==> src/rtl/lsa_pkg.sv <==
package lsa_pkg;

   typedef enum logic [1:0] {
      SZ_BYTE = 2'b00,
      SZ_HALF = 2'b01,
      SZ_WORD = 2'b10,
      SZ_RSVD = 2'b11
   } size_e;

   localparam int BYTE_W = 8;

   // lane-order variants selectable at elaboration
   localparam int ORDER_RUNTIME = 0;
   localparam int ORDER_LITTLE  = 1;
   localparam int ORDER_BIG     = 2;

   function automatic int size_bytes(size_e s, int lanes);
      case (s)
         SZ_BYTE: return 1;
         SZ_HALF: return 2;
         default: return lanes;
      endcase
   endfunction

endpackage

==> src/rtl/lsa_align_chk.sv <==
module lsa_align_chk
   import lsa_pkg::*;
#(
   parameter int OFS_W = 2
) (
   input  logic [OFS_W-1:0] ofs,
   input  size_e            size,
   output logic             fault
);

   always_comb begin
      case (size)
         SZ_BYTE: fault = 1'b0;
         SZ_HALF: fault = ofs[0];
         SZ_WORD: fault = |ofs;
         default: fault = 1'b1;
      endcase
   end

endmodule

==> src/rtl/lsa_lane_map.sv <==
module lsa_lane_map
   import lsa_pkg::*;
#(
   parameter int LANES      = 4,
   parameter int ORDER_MODE = ORDER_RUNTIME,
   localparam int OFS_W     = $clog2(LANES)
) (
   input  logic [OFS_W-1:0] ofs,
   input  size_e            size,
   input  logic             big,
   output logic [OFS_W-1:0] lane
);

   logic [OFS_W:0] span;
   logic [OFS_W:0] mirrored;
   logic           use_big;

   always_comb begin
      span     = (OFS_W+1)'(size_bytes(size, LANES));
      mirrored = (OFS_W+1)'(LANES) - span - {1'b0, ofs};
   end

   generate
      if (ORDER_MODE == ORDER_LITTLE) begin : g_little
         assign use_big = 1'b0;
      end else if (ORDER_MODE == ORDER_BIG) begin : g_big
         assign use_big = 1'b1;
      end else begin : g_runtime
         assign use_big = big;
      end
   endgenerate

   assign lane = use_big ? mirrored[OFS_W-1:0] : ofs;

endmodule

==> src/rtl/lsa_load_extract.sv <==
module lsa_load_extract
   import lsa_pkg::*;
#(
   parameter int DATA_W = 32,
   localparam int LANES = DATA_W / BYTE_W,
   localparam int OFS_W = $clog2(LANES),
   localparam int HALF_W = 2 * BYTE_W
) (
   input  logic [DATA_W-1:0] rd_word,
   input  logic [OFS_W-1:0]  lane,
   input  size_e             size,
   input  logic              sign_ext,
   output logic [DATA_W-1:0] value
);

   logic [DATA_W-1:0] shifted;
   logic [BYTE_W-1:0] b_item;
   logic [HALF_W-1:0] h_item;
   logic              b_fill;
   logic              h_fill;

   always_comb begin
      shifted = rd_word >> (BYTE_W * int'(lane));
      b_item  = shifted[BYTE_W-1:0];
      h_item  = shifted[HALF_W-1:0];
      b_fill  = sign_ext & b_item[BYTE_W-1];
      h_fill  = sign_ext & h_item[HALF_W-1];
      case (size)
         SZ_BYTE: value = {{(DATA_W-BYTE_W){b_fill}}, b_item};
         SZ_HALF: value = {{(DATA_W-HALF_W){h_fill}}, h_item};
         default: value = rd_word;
      endcase
   end

   always_comb begin

      if (size == SZ_BYTE && !sign_ext) begin
         unsigned_fill_chk: assert (value[DATA_W-1:BYTE_W] == '0)
            else $error("unsigned byte load has nonzero upper bits");
      end
   end

endmodule

==> src/rtl/lsa_store_pack.sv <==
module lsa_store_pack
   import lsa_pkg::*;
#(
   parameter int DATA_W = 32,
   localparam int LANES = DATA_W / BYTE_W,
   localparam int OFS_W = $clog2(LANES)
) (
   input  logic [DATA_W-1:0] st_data,
   input  logic [OFS_W-1:0]  lane,
   input  size_e             size,
   input  logic              write_ok,
   output logic [LANES-1:0]  byte_en,
   output logic [DATA_W-1:0] wr_word
);

   logic [LANES-1:0] base_mask;

   always_comb begin
      case (size)
         SZ_BYTE: base_mask = LANES'(1);
         SZ_HALF: base_mask = LANES'(3);
         default: base_mask = '1;
      endcase
      byte_en = write_ok ? (base_mask << lane) : '0;
   end

   generate
      for (genvar i = 0; i < LANES; i++) begin : g_lane
         always_comb begin
            case (size)
               SZ_BYTE: wr_word[BYTE_W*i +: BYTE_W] = st_data[BYTE_W-1:0];
               SZ_HALF: wr_word[BYTE_W*i +: BYTE_W] = st_data[BYTE_W*(i%2) +: BYTE_W];
               default: wr_word[BYTE_W*i +: BYTE_W] = st_data[BYTE_W*i +: BYTE_W];
            endcase
         end
      end
   endgenerate

   always_comb begin

      if (size == SZ_BYTE) begin
         byte_repl_chk: assert (wr_word[DATA_W-1:DATA_W-BYTE_W] == st_data[BYTE_W-1:0])
            else $error("byte store not replicated into top lane");
      end
   end

endmodule

==> src/rtl/lsa_unit.sv <==
module lsa_unit
   import lsa_pkg::*;
#(
   parameter int ADDR_W     = 32,
   parameter int DATA_W     = 32,
   parameter int ORDER_MODE = ORDER_RUNTIME,
   localparam int LANES     = DATA_W / BYTE_W,
   localparam int OFS_W     = $clog2(LANES)
) (
   input  logic [ADDR_W-1:0] i_addr,
   input  logic [1:0]        i_size,
   input  logic              i_sign_ext,
   input  logic              i_store,
   input  logic              i_big_endian,
   input  logic [DATA_W-1:0] i_rd_word,
   input  logic [DATA_W-1:0] i_st_data,
   output logic [ADDR_W-1:0] o_mem_addr,
   output logic [DATA_W-1:0] o_ld_value,
   output logic [LANES-1:0]  o_byte_en,
   output logic [DATA_W-1:0] o_wr_word,
   output logic              o_misalign
);

   generate
      if (DATA_W != 32) begin : g_bad_data_w
         $error("lsa_unit: DATA_W must be 32");
      end
      if (ADDR_W <= OFS_W) begin : g_bad_addr_w
         $error("lsa_unit: ADDR_W too narrow");
      end
      if (ORDER_MODE < ORDER_RUNTIME || ORDER_MODE > ORDER_BIG) begin : g_bad_order
         $error("lsa_unit: unknown ORDER_MODE");
      end
   endgenerate

   size_e            size;
   logic [OFS_W-1:0] ofs;
   logic [OFS_W-1:0] lane;
   logic             fault;

   assign size = size_e'(i_size);
   assign ofs  = i_addr[OFS_W-1:0];

   assign o_mem_addr = {i_addr[ADDR_W-1:OFS_W], {OFS_W{1'b0}}};
   assign o_misalign = fault;

   lsa_align_chk #(.OFS_W(OFS_W)) u_align (
      .ofs   (ofs),
      .size  (size),
      .fault (fault)
   );

   lsa_lane_map #(.LANES(LANES), .ORDER_MODE(ORDER_MODE)) u_map (
      .ofs  (ofs),
      .size (size),
      .big  (i_big_endian),
      .lane (lane)
   );

   lsa_load_extract #(.DATA_W(DATA_W)) u_load (
      .rd_word  (i_rd_word),
      .lane     (lane),
      .size     (size),
      .sign_ext (i_sign_ext),
      .value    (o_ld_value)
   );

   lsa_store_pack #(.DATA_W(DATA_W)) u_store (
      .st_data  (i_st_data),
      .lane     (lane),
      .size     (size),
      .write_ok (i_store & ~fault),
      .byte_en  (o_byte_en),
      .wr_word  (o_wr_word)
   );

   always_comb begin

      if (o_misalign) begin
         fault_blocks_we_chk: assert (o_byte_en == '0)
            else $error("write enables active on misaligned access");
      end

      if (i_store && !o_misalign) begin
         we_width_chk: assert ($countones(o_byte_en) == size_bytes(size, LANES))
            else $error("write enable count does not match access size");
      end

      if (size == SZ_WORD) begin
         word_pass_chk: assert (o_ld_value == i_rd_word)
            else $error("word load altered the read word");
      end

      if (size == SZ_BYTE) begin
         byte_never_faults_chk: assert (!o_misalign)
            else $error("byte access flagged as misaligned");
      end
   end

endmodule

==> config.mk <==
export PLATFORM = sky130hd
export DESIGN_NAME = lsa_unit
export DESIGN_NICKNAME = d
export VERILOG_FILES = /design/src/rtl/lsa_pkg.sv /design/src/rtl/lsa_align_chk.sv /design/src/rtl/lsa_lane_map.sv /design/src/rtl/lsa_load_extract.sv /design/src/rtl/lsa_store_pack.sv /design/src/rtl/lsa_unit.sv
export SDC_FILE = /design/constraint.sdc
export NUM_CORES = 1
export LEC_CHECK = 0
export BUFFER_PORTS_ARGS = -buffer_cell sky130_fd_sc_hd__buf_2
export CAP_MARGIN = 20
export CORE_AREA = 2 2 79 81
export DETAILED_ROUTE_END_ITERATION = 10
export DIE_AREA = 0 0 81 83
export GPL_TIMING_DRIVEN = 0
export PLACE_DENSITY = 0.69
export REMOVE_ABC_BUFFERS = 1
export SYNTH_ARGS = -nofsm -noshare
export SYNTH_HDL_FRONTEND = slang
export SYNTH_SLANG_ARGS = --single-unit
==> constraint.sdc <==
create_clock -name vclk -period 5.2
set_input_delay 0.78 -clock vclk [all_inputs]
set_output_delay 0.78 -clock vclk [all_outputs]
set_load 0.01 [all_outputs]
## Word-level counts from Yosys, hierarchy flattened

Index checks and enable logic that the tools add are counted.

| cells by class | value |
|---|---|
| add/sub/neg operators | 2 |
| multipliers | 0 |
| div/mod/pow operators | 0 |
| $lt $le $gt $ge | 0 |
| equality and inequality tests | 2 |
| shifts and indexed selects | 2 |
| mux-type cells | 9 |
| bitwise gates (word level) | 4 |
| reductions and logical operators | 3 |

Operators by type and width:

| operator | number |
|---|---|
| 32-bit case mux with 2 select lines | 1 |
| 32-bit by 5-bit right shift with 16-bit output | 1 |
| 8-bit 2-to-1 mux | 2 |
| 8-bit case mux with 2 select lines | 1 |
| 4-bit case mux with 2 select lines | 1 |
| 4-bit 2-to-1 mux | 1 |
| 2-bit case mux with 2 select lines | 1 |
| 2-bit OR reduction | 2 |
| 4-bit by 2-bit << shifter with 4-bit output | 1 |
| 1-bit AND | 3 |
| 1-bit case mux with 3 select lines | 1 |
| 2-bit by 1-bit equality test with 1-bit output, second input constant | 1 |
| 2-bit equality test, second input constant | 1 |
| 2-bit zero test | 1 |
| 2-bit 2-to-1 mux | 1 |
| 1-bit by 2-bit subtractor with 2-bit output, first input constant | 1 |
| 2-bit subtractor | 1 |
| 1-bit NOT | 1 |

| word-level totals | value |
|---|---|
| flip-flop bits (word level) | 0 |
| latch bits | 0 |
| bits in writable memories | 0 |
| bits in read-only memories | 0 |
| input port bits | 101 |
| output and inout port bits | 101 |
| logic and storage cells | 22 |
| memories kept | 0 |

## Logic depth before layout (Yosys ltp)

| logic depth | value |
|---|---|
| depth in word-level cells | 8 |
| depth in mapped cells | 12 |
| mapped depth without buffers | 9 |

## By module

From an unflattened synthesis, not the netlist that was laid out.

| unflattened totals | value |
|---|---|
| cells, all modules | 220 |
| area total of the unflattened synthesis | 1584.0 sq um |

Modules (own cells, without submodules):

| module | times used | cells an instance | area each (sq um) |
|---|---|---|---|
| lsa_load_extract | 1 | 112 | 737.0 |
| lsa_store_pack | 1 | 61 | 501.7 |
| lsa_unit | 1 | 34 | 257.7 |
| lsa_lane_map | 1 | 10 | 73.8 |
| lsa_align_chk | 1 | 3 | 13.8 |

## Worst setup path before layout

OpenSTA, ideal clock, no wires.

| timing | value |
|---|---|
| path kind | input to output |
| from | input i_size[1] |
| to | output o_ld_value[16] |
| arrival | 3.324 ns |
| path slack | 1.096 ns |
| cell stages on the path | 12 |
| cell sequence | buf_4 nor2_1 clkbuf_1 inv_1 ha_1 mux2i_1 mux2i_1 nor2_1 mux2i_4 a31oi_4 buf_6 a21o_1 |

| between the ends | value |
|---|---|
| longest elaborated chain between the ends | 8 |
| elaborated cells on any way between the ends | 10 |
| classes of those cells | add/sub (2); eq/ne (1); shift (1); mux (3); bitwise (2); reduce/logical (1) |

RTL lines:

| element | line | source |
|---|---|---|
| start: declaration | lsa_unit.sv:11 | `input logic [1:0] i_size,` |
| 2-bit by 1-bit equality test with 1-bit output or 2-bit zero test (tied branches) | -- |  |
| 2-bit case mux with 2 select lines | lsa_pkg.sv:18 | `case (s)` |
| 1-bit by 2-bit subtractor with 2-bit output | lsa_lane_map.sv:20 | `mirrored = (OFS_W+1)'(LANES) - span - {1'b0, ofs};` |
| 2-bit subtractor | lsa_lane_map.sv:20 |  |
| 2-bit 2-to-1 mux | lsa_lane_map.sv:33 | `assign lane = use_big ? mirrored[OFS_W-1:0] : ofs;` |
| 32-bit by 5-bit right shift with 16-bit output | lsa_load_extract.sv:23 | `shifted = rd_word >> (BYTE_W * int'(lane));` |
| 1-bit AND (on tied branches) | lsa_load_extract.sv:27, lsa_load_extract.sv:26 |  |
| 32-bit case mux with 2 select lines (*) | lsa_load_extract.sv:28 | `case (size)` |
| end: declaration | lsa_unit.sv:18 | `output logic [DATA_W-1:0] o_ld_value,` |

Every way passes the cells marked *; elsewhere a longest branch is shown, timed or not.

## Worst setup path after layout

| timing | value |
|---|---|
| from | input i_size[1] |
| to | output o_ld_value[31] |

Same word-level chain as after synthesis.

==> results.md <==
- STA classifies the critical path startpoint as a primary input.
- The count of different cell masters after synthesis is 31.
- The smallest clock period supported by the final layout is computed as 4830 ps.
- The number of global-route vias before repair is 2,019.
- The class of the tightest hold or removal check is primary input to primary output.
- The most repeated cell in the gate-level netlist after synthesis is sky130_fd_sc_hd__buf_4.
- met2 is the most crowded layer.
- In the finished design the tool counted flip-flops and latches totalling 0.
- The total global-route track usage is 19.3%.
- The die is 83 um tall.
- The summed negative setup slack over all endpoints is 0 ps.
- The fraction of power spent switching nets is 54.4%.
- The layout has 0 clock buffers.
- The wire length after detailed routing is 6920 um.
- In the final layout, the share of cells above drive strength 1 is 52.5%.
- The cts-stage hold buffer count is 0.
- The met2 demand-to-capacity share in global routing is 32.0%.
- The tool flagged a number of max-cap violations equal to 0.
- Sequential cells burn 0% of the power.
- The met1 track demand over resource in global routing is 23.6%.
- The post-detailed-route wirelength per cell is 17.8 um.
- Entering global routing, the biggest net connects 65 pins.
- The setup path with the least slack is of type primary input to primary output.
- In this run the core area contains 28 standard-cell rows.
- The final critical path takes up 92.8% of the cycle.
- The global route total overflow is 0.
- Setup violations remaining at the end of the flow were counted as 0.
- IR analysis of the VDD net gives a maximum drop of 0.0808 mV.
- The startpoint of the worst hold path is i_addr[2].
- In this run, the combinational gates consume 100.0% of the power.
- The quantity of gates resized following cts is 4.
- The internal portion of the total power is 117 uW.
- Summing all flip-flop and latch instances after layout gives 0 sq um.
- The headroom to the max-slew limit is 44.0%.
- Setup repair after global routing left no endpoint under its margin.
- The leading area contributor after synthesis is sky130_fd_sc_hd__buf_4.
- The cell count after synthesis came out at 228.
- The floorplan step defined a die boundary enclosing 6720 sq um.
- Sorting the synthesized cells by how often they occur yields 41 x sky130_fd_sc_hd__buf_4, 26 x sky130_fd_sc_hd__nand2_1, 25 x sky130_fd_sc_hd__mux2i_1, 19 x sky130_fd_sc_hd__o21ai_0.
- After the last flow step, the layout net total stands at 419.
- Along the worst path, the maximum fanout reaches 64.
- The tightest hold path in the finished design has a slack of 1560 ps.
- The most critical setup path has its startpoint at i_size[1].
- The number of antenna diodes in the final layout is 0.
- Pin placement for this block handled 202 I/O pins.
- Data arrives at the worst endpoint at 4050 ps.
- Counting instances, the worst hold path has a depth of 0.
- The highest clock rate is 207 MHz.
- For this configuration, the core starts out at a cell density of 28.5%.
- The run finished with clean final reports.
- The layout-stage area growth over the synthesis result is 27.0%.
- The detailed placement HPWL is 5480 um.
- The endpoint class of the critical path is a primary output.
- Using the TritonRoute via totals, the vias-per-cell ratio works out to 5.18.
- The switching component of the power is 139 uW.
- Sorting the synthesized cells by area gives the leading types as sky130_fd_sc_hd__buf_4 19%, sky130_fd_sc_hd__mux2i_1 15%, sky130_fd_sc_hd__mux2_2 11%, sky130_fd_sc_hd__a21o_1 7.2%, sky130_fd_sc_hd__nand2_1 5.9%.
- After synthesis, the largest area contributor takes up 18.6% of total cell area.
- The number of antenna violations at the first check in global routing was 0.
- The clock network power share is 0%.
- The final number of max-transition violations is 0.
- The post-CTS setup repair buffer count is 0.
- For met3 alone, demand over resource in global routing was 8.59%.
- After filler insertion, the fill cell instance count of the layout stands at 644.
- The area inside the core boundary is 5820 sq um.
- The per-instance average area after synthesis is 7.28 sq um.
- The data required time at the worst endpoint is 4420 ps.
- At the pin with the least slew margin, the transition time is 839 ps.
- The number of synthesis warnings is 0.
- The areal power density over the cells is 121 nW/um^2.
- The floorplan step set the die width to 81 um.
- Routability-driven placement finished with a final weighted congestion of 0.758.
- In this run, the number of DRC markers left after iteration 0 of detailed routing was 32.
- The leakage power summed over all cells is 0.00119 uW.
- The mapped netlist covers 1660 sq um.
- The pre-antenna-repair detailed-routing pass consisted of 4 iterations.
- The count of buffers from port buffering is 140.
- The total DRC errors in the routed layout is 0.
- The global-route wire length before repair is 10,300 um.
- The share of the yosys chip area belonging to registers is 0%.
- The total via count after detailed routing is 2,014.
- For this run, the share of the core covered by cells in the final layout is 36.2%.
- The count of nets left with antenna violations once routing finished came out at 0.
- The count of final hold-check violations is 0.
## power groups by stage
stage                     clock [uW]  combinational [uW]  sequential (uW)
after floorplan                    0                 138                0
after global placement             0                 249                0
after detailed placement           0                 255                0
after CTS                          0                 257                0
after global routing               0                 281                0
final                              0                 256                0
## final timing paths
path                         end  slack [ps]
setup / recovery  o_ld_value[31]         370
hold / removal     o_mem_addr[2]        1560
## per-layer routing
layer	wire length [um]	part of all wire, %	vias up
met5	29	0.42	-
met1	2910	42	901
met2	3060	44	148
li1	-	-	957
met4	36	0.52	2
met3	891	13	6
## per-stage QoR
step / instances / power, uW / worst slack, ps / area (sq um)
finish: 389 / 256 / 372 / 2110
global route: 389 / 281 / 113 / 2110
CTS: 389 / 257 / 128 / 2100
detailed placement: 389 / 255 / -705 / 2080
global placement: 388 / 249 / -846 / 2070
floorplan: 173 / 138 / 898 / 1280
## layout by cell type, fill, tap and decap left out, types with 2 or more instances in the layout
cell type | synthesis | final
sky130_fd_sc_hd__a31oi_1 | 2 | 2
sky130_fd_sc_hd__nand4_1 | 2 | 2
sky130_fd_sc_hd__o211ai_1 | 2 | 2
sky130_fd_sc_hd__o22a_1 | 8 | 8
sky130_fd_sc_hd__nor3_1 | 2 | 2
sky130_fd_sc_hd__a2bb2oi_1 | 8 | 8
sky130_fd_sc_hd__a21o_1 | 16 | 16
sky130_fd_sc_hd__mux2i_1 | 25 | 24
sky130_fd_sc_hd__o21ai_0 | 19 | 19
sky130_fd_sc_hd__mux2_2 | 16 | 16
sky130_fd_sc_hd__nor2_1 | 12 | 11
sky130_fd_sc_hd__nand2b_1 | 3 | 3
sky130_fd_sc_hd__a21oi_1 | 10 | 10
sky130_fd_sc_hd__buf_2 | 0 | 139
sky130_fd_sc_hd__ha_1 | 2 | 2
sky130_fd_sc_hd__nand2_1 | 26 | 26
sky130_fd_sc_hd__conb_1 | 1 | 2
sky130_fd_sc_hd__nand3_1 | 2 | 2
sky130_fd_sc_hd__inv_1 | 3 | 3
sky130_fd_sc_hd__a211oi_1 | 4 | 4
sky130_fd_sc_hd__mux2i_4 | 2 | 2
## cell type report
cell class | instances | area [sq um] | share of cell area [%]
Timing Repair Buffer | 141 | 714 | 33.9
Tap cell | 75 | 93.8 | 4.45
Multi-Input combinational cell | 170 | 1290 | 61.1
Inverter | 3 | 11.3 | 0.534
## cell families after synthesis
family	after synthesis	share of synthesized area, %
compound gates	71	29.7
buf+inv	59	24.0
simple gates	50	13.3
mux	43	28.7
xor+xnor	2	2.64
fa+ha+maj	2	1.51
other cells	1	0.226
## worst max-delay path, stage by stage
cell and delay (ps):
sky130_fd_sc_hd__buf_4 310, sky130_fd_sc_hd__nor2_4 400, sky130_fd_sc_hd__inv_1 110, sky130_fd_sc_hd__ha_1 220, sky130_fd_sc_hd__nand2b_1 170, sky130_fd_sc_hd__mux2i_4 310
sky130_fd_sc_hd__xor2_4 570, sky130_fd_sc_hd__nand4_1 270, sky130_fd_sc_hd__a31oi_4 590, sky130_fd_sc_hd__a21o_1 160, sky130_fd_sc_hd__buf_2 130
Power figures use the tool's default switching activity.
